--- src/rtl/cds_seq_pkg.sv ---
package cds_seq_pkg;

  localparam int unsigned NUM_WIN = 3;
  localparam int unsigned WIN_A   = 0;  // reset-level enable
  localparam int unsigned WIN_B   = 1;  // signal-level enable
  localparam int unsigned WIN_T   = 2;  // conversion trigger

  // first active position of window w at the fast rate
  function automatic int unsigned win_start(int unsigned w, int unsigned lead,
                                            int unsigned pad, int unsigned iw,
                                            int unsigned gap, int unsigned dly);
    case (w)
      WIN_A:   return lead;
      WIN_B:   return lead + iw + gap;
      default: return lead + pad + 2 * iw + gap + dly;
    endcase
  endfunction

  // width of window w at the fast rate
  function automatic int unsigned win_len(int unsigned w, int unsigned pad,
                                          int unsigned iw, int unsigned trig);
    case (w)
      WIN_A, WIN_B: return iw + 2 * pad;
      default:      return trig;
    endcase
  endfunction

endpackage

--- src/rtl/cds_period_ctr.sv ---
module cds_period_ctr #(
  parameter int unsigned PERIOD_CYC = 1000,
  parameter int unsigned SLOW_MUL   = 2,
  parameter int unsigned CNT_W      = 11
) (
  input  logic             clk_i,
  input  logic             rst_ni,
  input  logic             run_i,
  input  logic             rate_i,
  output logic             act_nxt_o,
  output logic [CNT_W-1:0] cnt_nxt_o,
  output logic             slow_nxt_o,
  output logic             act_q_o,
  output logic             slow_q_o
);

  localparam logic [CNT_W-1:0] LAST_F = CNT_W'(PERIOD_CYC - 1);
  localparam logic [CNT_W-1:0] LAST_S = CNT_W'(PERIOD_CYC * SLOW_MUL - 1);

  logic             act_q, slow_q;
  logic [CNT_W-1:0] cnt_q;
  logic             wrap;

  assign wrap = act_q && (cnt_q == (slow_q ? LAST_S : LAST_F));

  always_comb begin
    act_nxt_o  = act_q;
    cnt_nxt_o  = cnt_q;
    slow_nxt_o = slow_q;
    if (!act_q) begin
      if (run_i) begin
        act_nxt_o  = 1'b1;
        cnt_nxt_o  = '0;
        slow_nxt_o = rate_i;
      end
    end else if (wrap) begin
      cnt_nxt_o = '0;
      if (run_i) slow_nxt_o = rate_i;
      else       act_nxt_o  = 1'b0;
    end else begin
      cnt_nxt_o = cnt_q + CNT_W'(1);
    end
  end

  always_ff @(posedge clk_i or negedge rst_ni) begin
    if (!rst_ni) begin
      act_q  <= 1'b0;
      cnt_q  <= '0;
      slow_q <= 1'b0;
    end else begin
      act_q  <= act_nxt_o;
      cnt_q  <= cnt_nxt_o;
      slow_q <= slow_nxt_o;
    end
  end

  assign act_q_o  = act_q;
  assign slow_q_o = slow_q;

endmodule

--- src/rtl/cds_win_dec.sv ---
module cds_win_dec #(
  parameter int unsigned START_F  = 0,
  parameter int unsigned LEN_F    = 1,
  parameter int unsigned SLOW_MUL = 2,
  parameter int unsigned CNT_W    = 11
) (
  input  logic             act_i,
  input  logic             slow_i,
  input  logic [CNT_W-1:0] cnt_i,
  output logic             hit_o
);

  localparam logic [CNT_W:0] LO_F = (CNT_W+1)'(START_F);
  localparam logic [CNT_W:0] HI_F = (CNT_W+1)'(START_F + LEN_F);
  localparam logic [CNT_W:0] LO_S = (CNT_W+1)'(START_F * SLOW_MUL);
  localparam logic [CNT_W:0] HI_S = (CNT_W+1)'((START_F + LEN_F) * SLOW_MUL);

  logic [CNT_W:0] pos, lo, hi;

  assign pos   = {1'b0, cnt_i};
  assign lo    = slow_i ? LO_S : LO_F;
  assign hi    = slow_i ? HI_S : HI_F;
  assign hit_o = act_i && (pos >= lo) && (pos < hi);

endmodule

--- src/rtl/cds_out_reg.sv ---
module cds_out_reg #(
  parameter int unsigned NW = 3
) (
  input  logic          clk_i,
  input  logic          rst_ni,
  input  logic          strobe_d_i,
  input  logic [NW-1:0] win_d_i,
  output logic          strobe_q_o,
  output logic [NW-1:0] win_q_o
);

  always_ff @(posedge clk_i or negedge rst_ni) begin
    if (!rst_ni) begin
      strobe_q_o <= 1'b0;
      win_q_o    <= '0;
    end else begin
      strobe_q_o <= strobe_d_i;
      win_q_o    <= win_d_i;
    end
  end

endmodule

--- src/rtl/cds_int_seq.sv ---
module cds_int_seq
  import cds_seq_pkg::*;
#(
  parameter int unsigned PERIOD_CYC   = 1000,
  parameter int unsigned LEAD_CYC     = 5,
  parameter int unsigned INT_CYC      = 400,
  parameter int unsigned GAP_CYC      = 100,
  parameter int unsigned PAD_CYC      = 40,
  parameter int unsigned TRIG_DLY_CYC = 0,
  parameter int unsigned TRIG_CYC     = 50,
  parameter int unsigned SLOW_MUL     = 2
) (
  input  logic clk_i,
  input  logic rst_ni,
  input  logic run_i,
  input  logic rate_i,
  output logic start_o,
  output logic ph_rst_o,
  output logic ph_sig_o,
  output logic conv_o
);

  localparam int unsigned CNT_W = $clog2(PERIOD_CYC * SLOW_MUL);

  logic               act_nxt, slow_nxt, act_q, slow_q;
  logic [CNT_W-1:0]   cnt_nxt;
  logic               start_d, start_q;
  logic [NUM_WIN-1:0] win_d, win_q;

  cds_period_ctr #(
    .PERIOD_CYC(PERIOD_CYC),
    .SLOW_MUL  (SLOW_MUL),
    .CNT_W     (CNT_W)
  ) u_ctr (
    .clk_i     (clk_i),
    .rst_ni    (rst_ni),
    .run_i     (run_i),
    .rate_i    (rate_i),
    .act_nxt_o (act_nxt),
    .cnt_nxt_o (cnt_nxt),
    .slow_nxt_o(slow_nxt),
    .act_q_o   (act_q),
    .slow_q_o  (slow_q)
  );

  assign start_d = act_nxt && (cnt_nxt == '0);

  for (genvar w = 0; w < NUM_WIN; w++) begin : g_win
    cds_win_dec #(
      .START_F (win_start(w, LEAD_CYC, PAD_CYC, INT_CYC, GAP_CYC, TRIG_DLY_CYC)),
      .LEN_F   (win_len(w, PAD_CYC, INT_CYC, TRIG_CYC)),
      .SLOW_MUL(SLOW_MUL),
      .CNT_W   (CNT_W)
    ) u_dec (
      .act_i (act_nxt),
      .slow_i(slow_nxt),
      .cnt_i (cnt_nxt),
      .hit_o (win_d[w])
    );
  end

  // outputs registered from next-state so they line up with the counter
  cds_out_reg #(.NW(NUM_WIN)) u_oreg (
    .clk_i     (clk_i),
    .rst_ni    (rst_ni),
    .strobe_d_i(start_d),
    .win_d_i   (win_d),
    .strobe_q_o(start_q),
    .win_q_o   (win_q)
  );

  assign start_o  = start_q;
  assign ph_rst_o = win_q[WIN_A];
  assign ph_sig_o = win_q[WIN_B];
  assign conv_o   = win_q[WIN_T];

endmodule

--- config.mk ---
export PLATFORM = sky130hd
export DESIGN_NAME = cds_int_seq
export DESIGN_NICKNAME = d
export VERILOG_FILES = /design/src/rtl/cds_seq_pkg.sv /design/src/rtl/cds_period_ctr.sv /design/src/rtl/cds_win_dec.sv /design/src/rtl/cds_out_reg.sv /design/src/rtl/cds_int_seq.sv
export SDC_FILE = /design/constraint.sdc
export NUM_CORES = 1
export LEC_CHECK = 0
export BUFFER_PORTS_ARGS = -buffer_cell sky130_fd_sc_hd__clkbuf_2
export CAP_MARGIN = 20
export CORE_ASPECT_RATIO = 0.7
export CORE_MARGIN = 2
export CORE_UTILIZATION = 30
export DETAILED_ROUTE_END_ITERATION = 10
export PLACE_DENSITY = 0.48
export SYNTH_ARGS = -nofsm -noshare
export SYNTH_HDL_FRONTEND = slang
export SYNTH_SLANG_ARGS = --single-unit
--- constraint.sdc ---
create_clock -name clk_i -period 3.7 [get_ports clk_i]
set_input_delay 0.37 -clock clk_i [delete_from_list [all_inputs] [get_ports clk_i]]
set_output_delay 0.37 -clock clk_i [all_outputs]
set_load 0.05 [all_outputs]
## Word level (Yosys, flattened, before mapping)

Index checks and enable logic that the tools add are counted.

- $add $sub $neg: 1
- Shifts and indexed selects: 0
- Multiply operators: 0
- Multiplexer cells: 16
- $lt $le $gt $ge: 6
- Div/mod/pow operators: 0
- Equality and inequality tests: 1
- Reduce and logical (&&, ||, !) cells: 9
- Bitwise operators: 0

Operator list:

| kind | number |
|---|---|
| $mux W11 | 7 |
| $ge A11 B12 Y1 | 3 |
| $lt A11 B12 Y1 | 3 |
| $mux W10 | 2 |
| $add A11 B1 Y11 const B | 1 |
| $eq A11 B11 Y1 | 1 |
| $logic_not A11 Y1 | 1 |
| $logic_and A1 B1 Y1 | 8 |
| $mux W1 | 6 |
| $mux W4 | 1 |

- Memory bits (read-only): 0
- Bits in registers: 17
- Bits in latches: 0
- Logic and storage cells: 38
- Bits of input ports: 4
- Bits in writable memories: 0
- Output and inout port bits: 4
- Memories kept: 0

## Longest topological paths before layout

Gate-level depths: netlist of the first run.

- Depth after elaboration: 9
- Gate-level depth with buffers: 13
- Gate-level depth less buffers: 12

## Cells and area by module

From an unflattened synthesis of the first run, not the netlist that was laid out.

- Cells, all modules: 160
- Area total of the unflattened synthesis: 1480.2 um^2

Modules (own cells, without submodules):

| module | area each (um^2) | instances | sequential area each (um^2) | cells each |
|---|---|---|---|---|
| cds_period_ctr | 749.5 | 1 | 325.3 | 79 |
| cds_win_dec (g_win[2].u_dec) | 210.2 | 1 | 0.0 | 25 |
| cds_win_dec (g_win[1].u_dec) | 203.9 | 1 | 0.0 | 25 |
| cds_win_dec (g_win[0].u_dec) | 188.9 | 1 | 0.0 | 23 |
| cds_out_reg | 100.1 | 1 | 100.1 | 4 |
| cds_int_seq | 27.5 | 1 | 0.0 | 4 |

## Least setup slack after synthesis of the first run

Ideal clock, no wire load.

- Path type: flip-flop to flip-flop
- Start point: register u_ctr.cnt_q[0]
- End point: register u_oreg.win_q_o[1]
- Period minus slack after synthesis: 3.195 ns
- Path slack: 0.505 ns
- Arrival time: 3.084 ns
- Stages on the path, launching flop included: 14
- Required time: 3.589 ns
- Path through: dfrtp_1 -> ha_1 -> and4b_1 -> buf_2 -> a41o_1 -> nand3_1 -> inv_2 -> ha_1 -> nor2b_1 -> a2111o_1 -> a21oi_1 -> o31ai_1 -> a21o_1 -> a2111oi_2

- Word-level cells in the longest chain between the ends: 8

Ends and longest elaborated chain:

| item | RTL line | text |
|---|---|---|
| start, declared | cds_period_ctr.sv:21 | `logic [CNT_W-1:0] cnt_q;` |
| start signal, assigned | cds_period_ctr.sv:52 | `cnt_q <= cnt_nxt_o;` |
| parallel branches: the longest is 7 deep, another holds $ge A11 B12 Y1 | n/a |  |
| $logic_and A1 B1 Y1 (*) | cds_win_dec.sv:23 | `assign hit_o = act_i && (pos >= lo) && (pos < hi);` |
| net g_win[1].u_dec.hit_o | cds_win_dec.sv:10 | `output logic hit_o` |
| end signal, assigned | cds_out_reg.sv:18 | `win_q_o <= win_d_i;` |
| end, declared | cds_out_reg.sv:9 | `output logic [NW-1:0] win_q_o` |

Mark *: on every way through the listed nets, which the timed path passes.

## Worst setup path in the final report of the first run

- Start point: register u_ctr.cnt_q[0]
- End point: register u_oreg.win_q_o[1]

RTL lines:

| item | RTL line | text |
|---|---|---|
| parallel branches: the longest is 2 deep, another holds $add A11 B1 Y11 | n/a |  |
| $mux W11 (*) | cds_period_ctr.sv:36 | `end else if (wrap) begin` |
| $mux W11 (*) | cds_period_ctr.sv:30 | `if (!act_q) begin` |
| net cnt_nxt[1] | cds_int_seq.sv:26 | `logic [CNT_W-1:0] cnt_nxt;` |
| $ge A11 B12 Y1 | cds_win_dec.sv:23 |  |
| $logic_and A1 B1 Y1 | cds_win_dec.sv:23 |  |
| $logic_and A1 B1 Y1 (*) | cds_win_dec.sv:23 |  |
| net g_win[1].u_dec.hit_o | cds_win_dec.sv:10 |  |

Marks and branches as above.

==> results of run 1 <==
-- cell type report --
class | instances | area [sq um]
sequential | 17 | 425
fill | 485 | 3130
clock buffer | 3 | 41.3
clock inverter | 1 | 5.00
tap | 57 | 71.3
multi-input combinational | 125 | 950
inverter | 12 | 45.0
timing repair buffer | 11 | 65.1
-- sequential cells by signal (all words and copies together), names as in the netlist --
signal             count
u_ctr.slow_q_o         1
u_oreg.win_q_o         3
u_ctr.act_q_o          1
u_oreg.strobe_q_o      1
u_ctr.cnt_q           11
-- power by group through the flow --
stage | clock network, mW | registers (mW) | logic [mW]
after global placement | 0 | 0.306 | 0.573
after global routing | 0.158 | 0.315 | 0.647
after detailed placement | 0 | 0.308 | 0.578
after floorplan | 0 | 0.294 | 0.435
after CTS | 0.146 | 0.304 | 0.582
final | 0.141 | 0.306 | 0.588
-- per-layer routing --
layer	up-vias	routed length [um]	global-route usage
met2	33	1650	0.222
met1	615	2070	0.247
met4	0	24	0.0231
li1	637	-	-
met5	-	0	0
met3	4	211	0.0279
-- cell families after synthesis --
family | after synthesis | synth area share
and+or+nand+nor | 58 | 0.238
AOI/OAI and AO/OA | 48 | 0.266
buffers and inverters | 18 | 0.0543
DFF | 17 | 0.293
adders and majority gates | 13 | 0.112
xor gates and xnor gates | 5 | 0.0302
muxes | 1 | 0.00690
-- cells in the mapped netlist, types with 3 or more instances --
master     count
a211oi_1       4
a21oi_1        7
and3_1         3
and4b_1        4
buf_2          3
dfrtp_1       17
ha_1          13
inv_1         10
nand2_1       12
nand3_1        7
nand4_1        4
nor2_1         8
nor2b_1        3
o2111ai_1      4
o211ai_1       3
o21ai_0        5
o31a_1         4
xnor2_1        4
-- what timing repair did --
action	CTS	global route
resized for setup	0	1
hold endpoints to repair	0	0
setup endpoints to repair	0	1
-- placed cells by master (no fill, tap or decap), types with 5 or more instances in the layout --
master and n:
nor2_1 8, a21oi_1 7, o21ai_0 5, dfrtp_1 17, nand2_1 12, ha_1 12, nand3_1 7, inv_1 10
clkbuf_2 7
-- metrics by stage --
stage / hold slack, ns / instance area, sq um / std cells
6_report: 0.0551 / 1600 / 226
3_5_place_dp: 0.337 / 1550 / 222
2_1_floorplan: 0.0744 / 1450 / 160
5_1_grt: 0.0781 / 1600 / 226
4_1_cts: 0.0591 / 1600 / 226
3_3_place_gp: 0.330 / 1550 / 222
-- final timing paths --
kind | startpoint | to | cells after the start
min | rst_ni | u_ctr.cnt_q[5]$_DFF_PN0_ | 1
max reg2reg | u_ctr.cnt_q[0]$_DFF_PN0_ | u_oreg.win_q_o[1]$_DFF_PN0_ | 11
max in group asynchronous | rst_ni | u_ctr.cnt_q[1]$_DFF_PN0_ | 1
min reg2reg | u_ctr.cnt_q[1]$_DFF_PN0_ | u_ctr.cnt_q[1]$_DFF_PN0_ | 1
max | u_ctr.cnt_q[0]$_DFF_PN0_ | u_oreg.win_q_o[1]$_DFF_PN0_ | 11
min in group clk_i | rate_i | u_ctr.slow_q_o$_DFF_PN0_ | 4
==> flow_metrics.py, run 1 <==
metrics = {
    "critical_path": {
        "path_cells": "ha_2, and4b_1, o211ai_2, a32o_1, ha_1, nor2b_1, a2111o_1, a21oi_1, o31ai_1, a21o_1, a2111oi_2",
        "critPathTopFamily": "compound AO/OA/AOI/OAI gates",
        "cp_slowest_stage_delay_ns": 0.44,
        "endpoint_kind": "flop",
        "arrival_ns": 3.60,
        "path_buf_inv": 0,
        "cp_slowest_cell": "dfrtp_1",
        "required_ns": 3.84,
        "crit_path_start_kind": "flop",
        "worstSetupPathType": "reg2reg",
        "rrSetupSlack_ns": 0.24,
        "path_max_fanout": 7,
    },
    "power_and_ir_drop": {
        "p_leak_nw": 0.717,
        "combPwrFrac": 0.568,
        "finalPower_mw": 1.03,
        "power_switching_share": 0.469,
        "sequentialPowerShare": 0.296,
        "p_clk_frac": 0.136,
        "ir_worst_vdd_v": 0.000213,
        "switching_power_mw": 0.485,
        "power_density_mw_per_mm2": 646,
        "p_int_mw": 0.549,
    },
    "sta": {
        "fmax_mhz": 289,
        "rsz0062_at_grt": "false",
        "setup_tns_ns": 0,
        "fin_skew_ns": 0.00165,
        "min_period_over_period": 0.935,
        "worstMarginPinSlew_ns": 0.497,
        "setup_viol": 0,
        "fin_ws_ns": 0.242,
        "fin_crit_ns": 3.46,
        "drv_slew": 0,
        "relSlewSlack": 0.668,
        "hold_viol": 0,
    },
    "floorplan": {
        "die_h_um": 62.2,
        "start_util": 0.307,
        "rows": 21,
        "ios": 8,
        "die-area_sq_mm": 0.00542,
        "die_w_um": 87.1,
        "coreArea_sq_mm": 0.00473,
    },
    "grt": {
        "grt_pass1_wl_um": 6530,
        "grt.overflow.total": 0,
        "grt_use_total": 0.156,
        "grt_max_degree": 18,
        "antenna_found_initial": 0,
        "first_global_vias": 1240,
    },
    "yosys": {
        "synth_area_sq_mm": 0.00145,
        "avgSynthCellArea_sq_um": 9.07,
        "yosysTopAreaCell": "dfrtp_1",
        "netlist_top_cells_area": "dfrtp_1 (29%), ha_1 (11%), nand2_1 (3.1%)",
        "yosys_register_bits": 17,
        "synth.top_cell.area_share": 0.293,
        "synth_edf_count": 0,
        "ys.flop_type": "dfrtp_1",
        "synthCells": 160,
        "synthDistinctLibCells": 53,
        "ys_warn_count": 0,
        "synth_fp_nets": 177,
        "async_flop_share": 1.00,
        "ys_seq_area_frac": 0.293,
    },
    "clocking": {
        "clockBufferDepth": 2,
        "cts_root_buffer": "clkbuf_8",
        "cts_tree": "done",
        "post-cts-setup-buffer-count": 0,
        "cts_buffers": 3,
        "cts_sinks": 17,
        "cts-htree-levels": 1,
        "clk_latency_ns": 0.25,
        "hold_buffers": 0,
        "clk_pin_slew_ns": 0.07,
    },
    "detailed_routing": {
        "ant_nets": 0,
        "drt-total-wl_um": 3960,
        "vias": 1289,
        "dr.pass1.iters": 4,
        "drt_drc_violations_left": 0,
        "via_per_inst": 5.70,
        "wl_per_cell_um": 17.5,
        "drt_iter0_drc": 108,
    },
    "finish": {
        "drive_gt1_frac": 0.154,
        "finish.utilization": 0.339,
        "area_growth_pct": 10.4,
        "antenna_cells": 0,
        "nets": 187,
    },
    "place": {
        "pre_cts_ws_ns": 0.243,
        "hpwlAfterDp_um": 3160,
        "finalWeightedCongestion": 0.841,
        "port_buffers": 7,
    },
    "status": {
        "status": "complete, no violations",
    },
    "run": {
        "cap_violations": 0,
    },
    "hold_path": {
        "hold_class": "in2async",
    },
}
(Power assumes the default switching activity.)
==> inputs of run 2 (changes only) <==
- SYNTH_HIERARCHICAL: not set -> 1
==> run 2 against run 1 <==
Compared with the run above: area after synthesis is 2.0% higher; global-route usage is 0.36 points lower; critical endpoint is now u_oreg/win_q_o[2]$_DFF_PN0_; count of clock-buffer cells in the layout unchanged; first-iteration DRC count is 4.6% lower; die area increased by 1.9%.
==> flow_metrics.py, run 2 <==
metrics = {
    "clocking": {
        "clockBufferDepth": 2,
        "cts_tree": "done",
        "cts-htree-levels": 1,
        "cts_buffers": 3,
        "clk_pin_slew_ns": 0.07,
        "cts_root_buffer": "clkbuf_8",
        "clk_latency_ns": 0.26,
        "hold_buffers": 0,
        "cts_sinks": 17,
        "post-cts-setup-buffer-count": 0,
        "cts_resized": 0,
    },
    "yosys": {
        "async_flop_share": 1.00,
        "synth.most_common_cell": "ha_1",
        "yosys_register_bits": 17,
        "synth_fp_nets": 186,
        "avgSynthCellArea_sq_um": 9.25,
        "ys_seq_area_frac": 0.287,
        "netlist_top_cells_area": "dfrtp_1 (29%), ha_1 (19%), nand3_1 (3.0%)",
        "synthDistinctLibCells": 48,
        "ys_warn_count": 6,
        "ys.flop_type": "dfrtp_1",
        "netlist_top_cells_count": "ha_1 (22), dfrtp_1 (17), nand2_1 (10)",
        "synthCells": 160,
        "yosysTopAreaCell": "dfrtp_1",
        "synth_edf_count": 0,
        "synth_area_sq_mm": 0.00148,
        "synth.top_cell.area_share": 0.287,
    },
    "finish": {
        "top_regs": "u_ctr/cnt_q x11, u_oreg/win_q_o x3",
        "largest_reg_flops": 11,
        "regMostFlops": "u_ctr/cnt_q",
        "antenna_cells": 0,
        "finish.utilization": 0.349,
        "drive_gt1_frac": 0.174,
        "final_common_cell": "ha_1",
        "design_area_sq_mm": 0.00166,
        "final_cell_mix": "ha_1 (22), dfrtp_1 (17), nand2_1 (10)",
        "nets": 199,
        "area_growth_pct": 12.3,
    },
    "sta": {
        "rsz0062_at_grt": "false",
        "min_period_over_period": 0.928,
        "worstMarginPinSlew_ns": 0.880,
        "fmax_mhz": 291,
        "fin_skew_ns": 0.00893,
        "fin_ws_ns": 0.267,
        "setup_viol": 0,
        "relSlewSlack": 0.396,
        "hold_viol": 0,
        "setup_tns_ns": 0,
        "drv_slew": 0,
        "fin_crit_ns": 3.43,
    },
    "floorplan": {
        "die_w_um": 88.0,
        "ios": 8,
        "rows": 21,
        "coreArea_sq_mm": 0.00476,
        "die-area_sq_mm": 0.00552,
        "start_util": 0.311,
        "die_h_um": 62.8,
    },
    "place": {
        "placed_area_sq_mm": 0.00161,
        "hpwlAfterDp_um": 2920,
        "finalWeightedCongestion": 0.759,
        "port_buffers": 7,
        "pre_cts_ws_ns": 0.362,
    },
    "detailed_routing": {
        "ant_nets": 0,
        "vias": 1344,
        "dr.pass1.iters": 4,
        "wl_per_cell_um": 16.2,
        "drt_drc_violations_left": 0,
        "via_per_inst": 5.58,
        "drt-total-wl_um": 3920,
        "drt_iter0_drc": 103,
    },
    "power_and_ir_drop": {
        "p_leak_nw": 0.704,
        "power_density_mw_per_mm2": 220,
        "ir_worst_vdd_v": 0.000135,
        "finalPower_mw": 0.366,
    },
    "critical_path": {
        "worstSetupPathType": "reg2reg",
        "required_ns": 3.87,
        "crit_path_start_kind": "flop",
        "endpoint_kind": "flop",
        "path_max_fanout": 12,
        "arrival_ns": 3.60,
    },
    "grt": {
        "first_global_vias": 1293,
        "antenna_found_initial": 0,
        "grt_pass1_wl_um": 6530,
        "grt.overflow.total": 0,
        "grt_max_degree": 19,
        "grt_use_total": 0.152,
    },
    "run": {
        "cap_violations": 0,
    },
    "status": {
        "status": "complete, no violations",
    },
    "hold_path": {
        "hold_class": "in2async",
    },
}
==> run 2: stage by stage <==
step	cells	hold slack, ns
finish	241	0.0378
global route	241	0.0677
CTS	241	0.0524
detailed placement	237	0.336
global placement	237	0.327
floorplan	160	0.0744
==> run 2: final timing paths <==
path,cells past startpoint,slack [ns],end,from
setup reg to reg,10,0.27,u_oreg/win_q_o[2]$_DFF_PN0_,u_ctr/cnt_q[0]$_DFF_PN0_
hold / removal,1,0.04,u_ctr/cnt_q[2]$_DFF_PN0_,rst_ni
hold reg to reg,1,0.70,u_ctr/cnt_q[1]$_DFF_PN0_,u_ctr/cnt_q[1]$_DFF_PN0_
max in group asynchronous,1,3.34,u_ctr/cnt_q[9]$_DFF_PN0_,rst_ni
min in group clk_i,2,0.54,u_ctr/act_q_o$_DFF_PN0_,run_i
setup / recovery,10,0.27,u_oreg/win_q_o[2]$_DFF_PN0_,u_ctr/cnt_q[0]$_DFF_PN0_
==> run 2: metal layers <==
metal | wire, um | share of wire | track usage
met1 | 1940 | 0.50 | 0.234
met2 | 1740 | 0.45 | 0.220
met3 | 172 | 0.044 | 0.0198
met4 | 59 | 0.015 | 0.0442
met5 | 0 | 0 | 0
==> run 2: layout make-up <==
class	instances	area (sq um)
well taps	69	86.3
repair buffers	14	87.6
multi-input cells	128	980
flip-flops and latches	17	425
clock inverters	1	7.51
clock buffers	3	41.3
inverters	9	33.8
fillers	471	3090
==> run 2: cell families (layout without fill, tap and decap cells) <==
family	count (synthesis)	count (layout)	share of synthesized area
AO/OA/AOI/OAI	39	39	0.200
adder cells (fa/ha/maj)	22	22	0.186
buffers and inverters	15	27	0.0507
flip-flops	17	17	0.287
multiplexers	3	3	0.0211
AND/OR/NAND/NOR	64	64	0.254
==> run 2: where the power goes <==
part / internal [mW] / switching, mW
registers: 0.187 / 0.000803
clock network: 0.0759 / 0.0665
logic: 0.0132 / 0.0230
total: 0.276 / 0.0902
==> run 2: worst max-delay path, cell delays in order (launching register included) <==
cell	delay, ns
dfrtp_1	0.40
ha_1	0.20
and2_1	0.26
o2111ai_2	0.36
a21boi_1	0.29
mux2_1	0.43
inv_1	0.22
ha_1	0.33
nand3_1	0.09
or4_1	0.51
a311oi_2	0.24
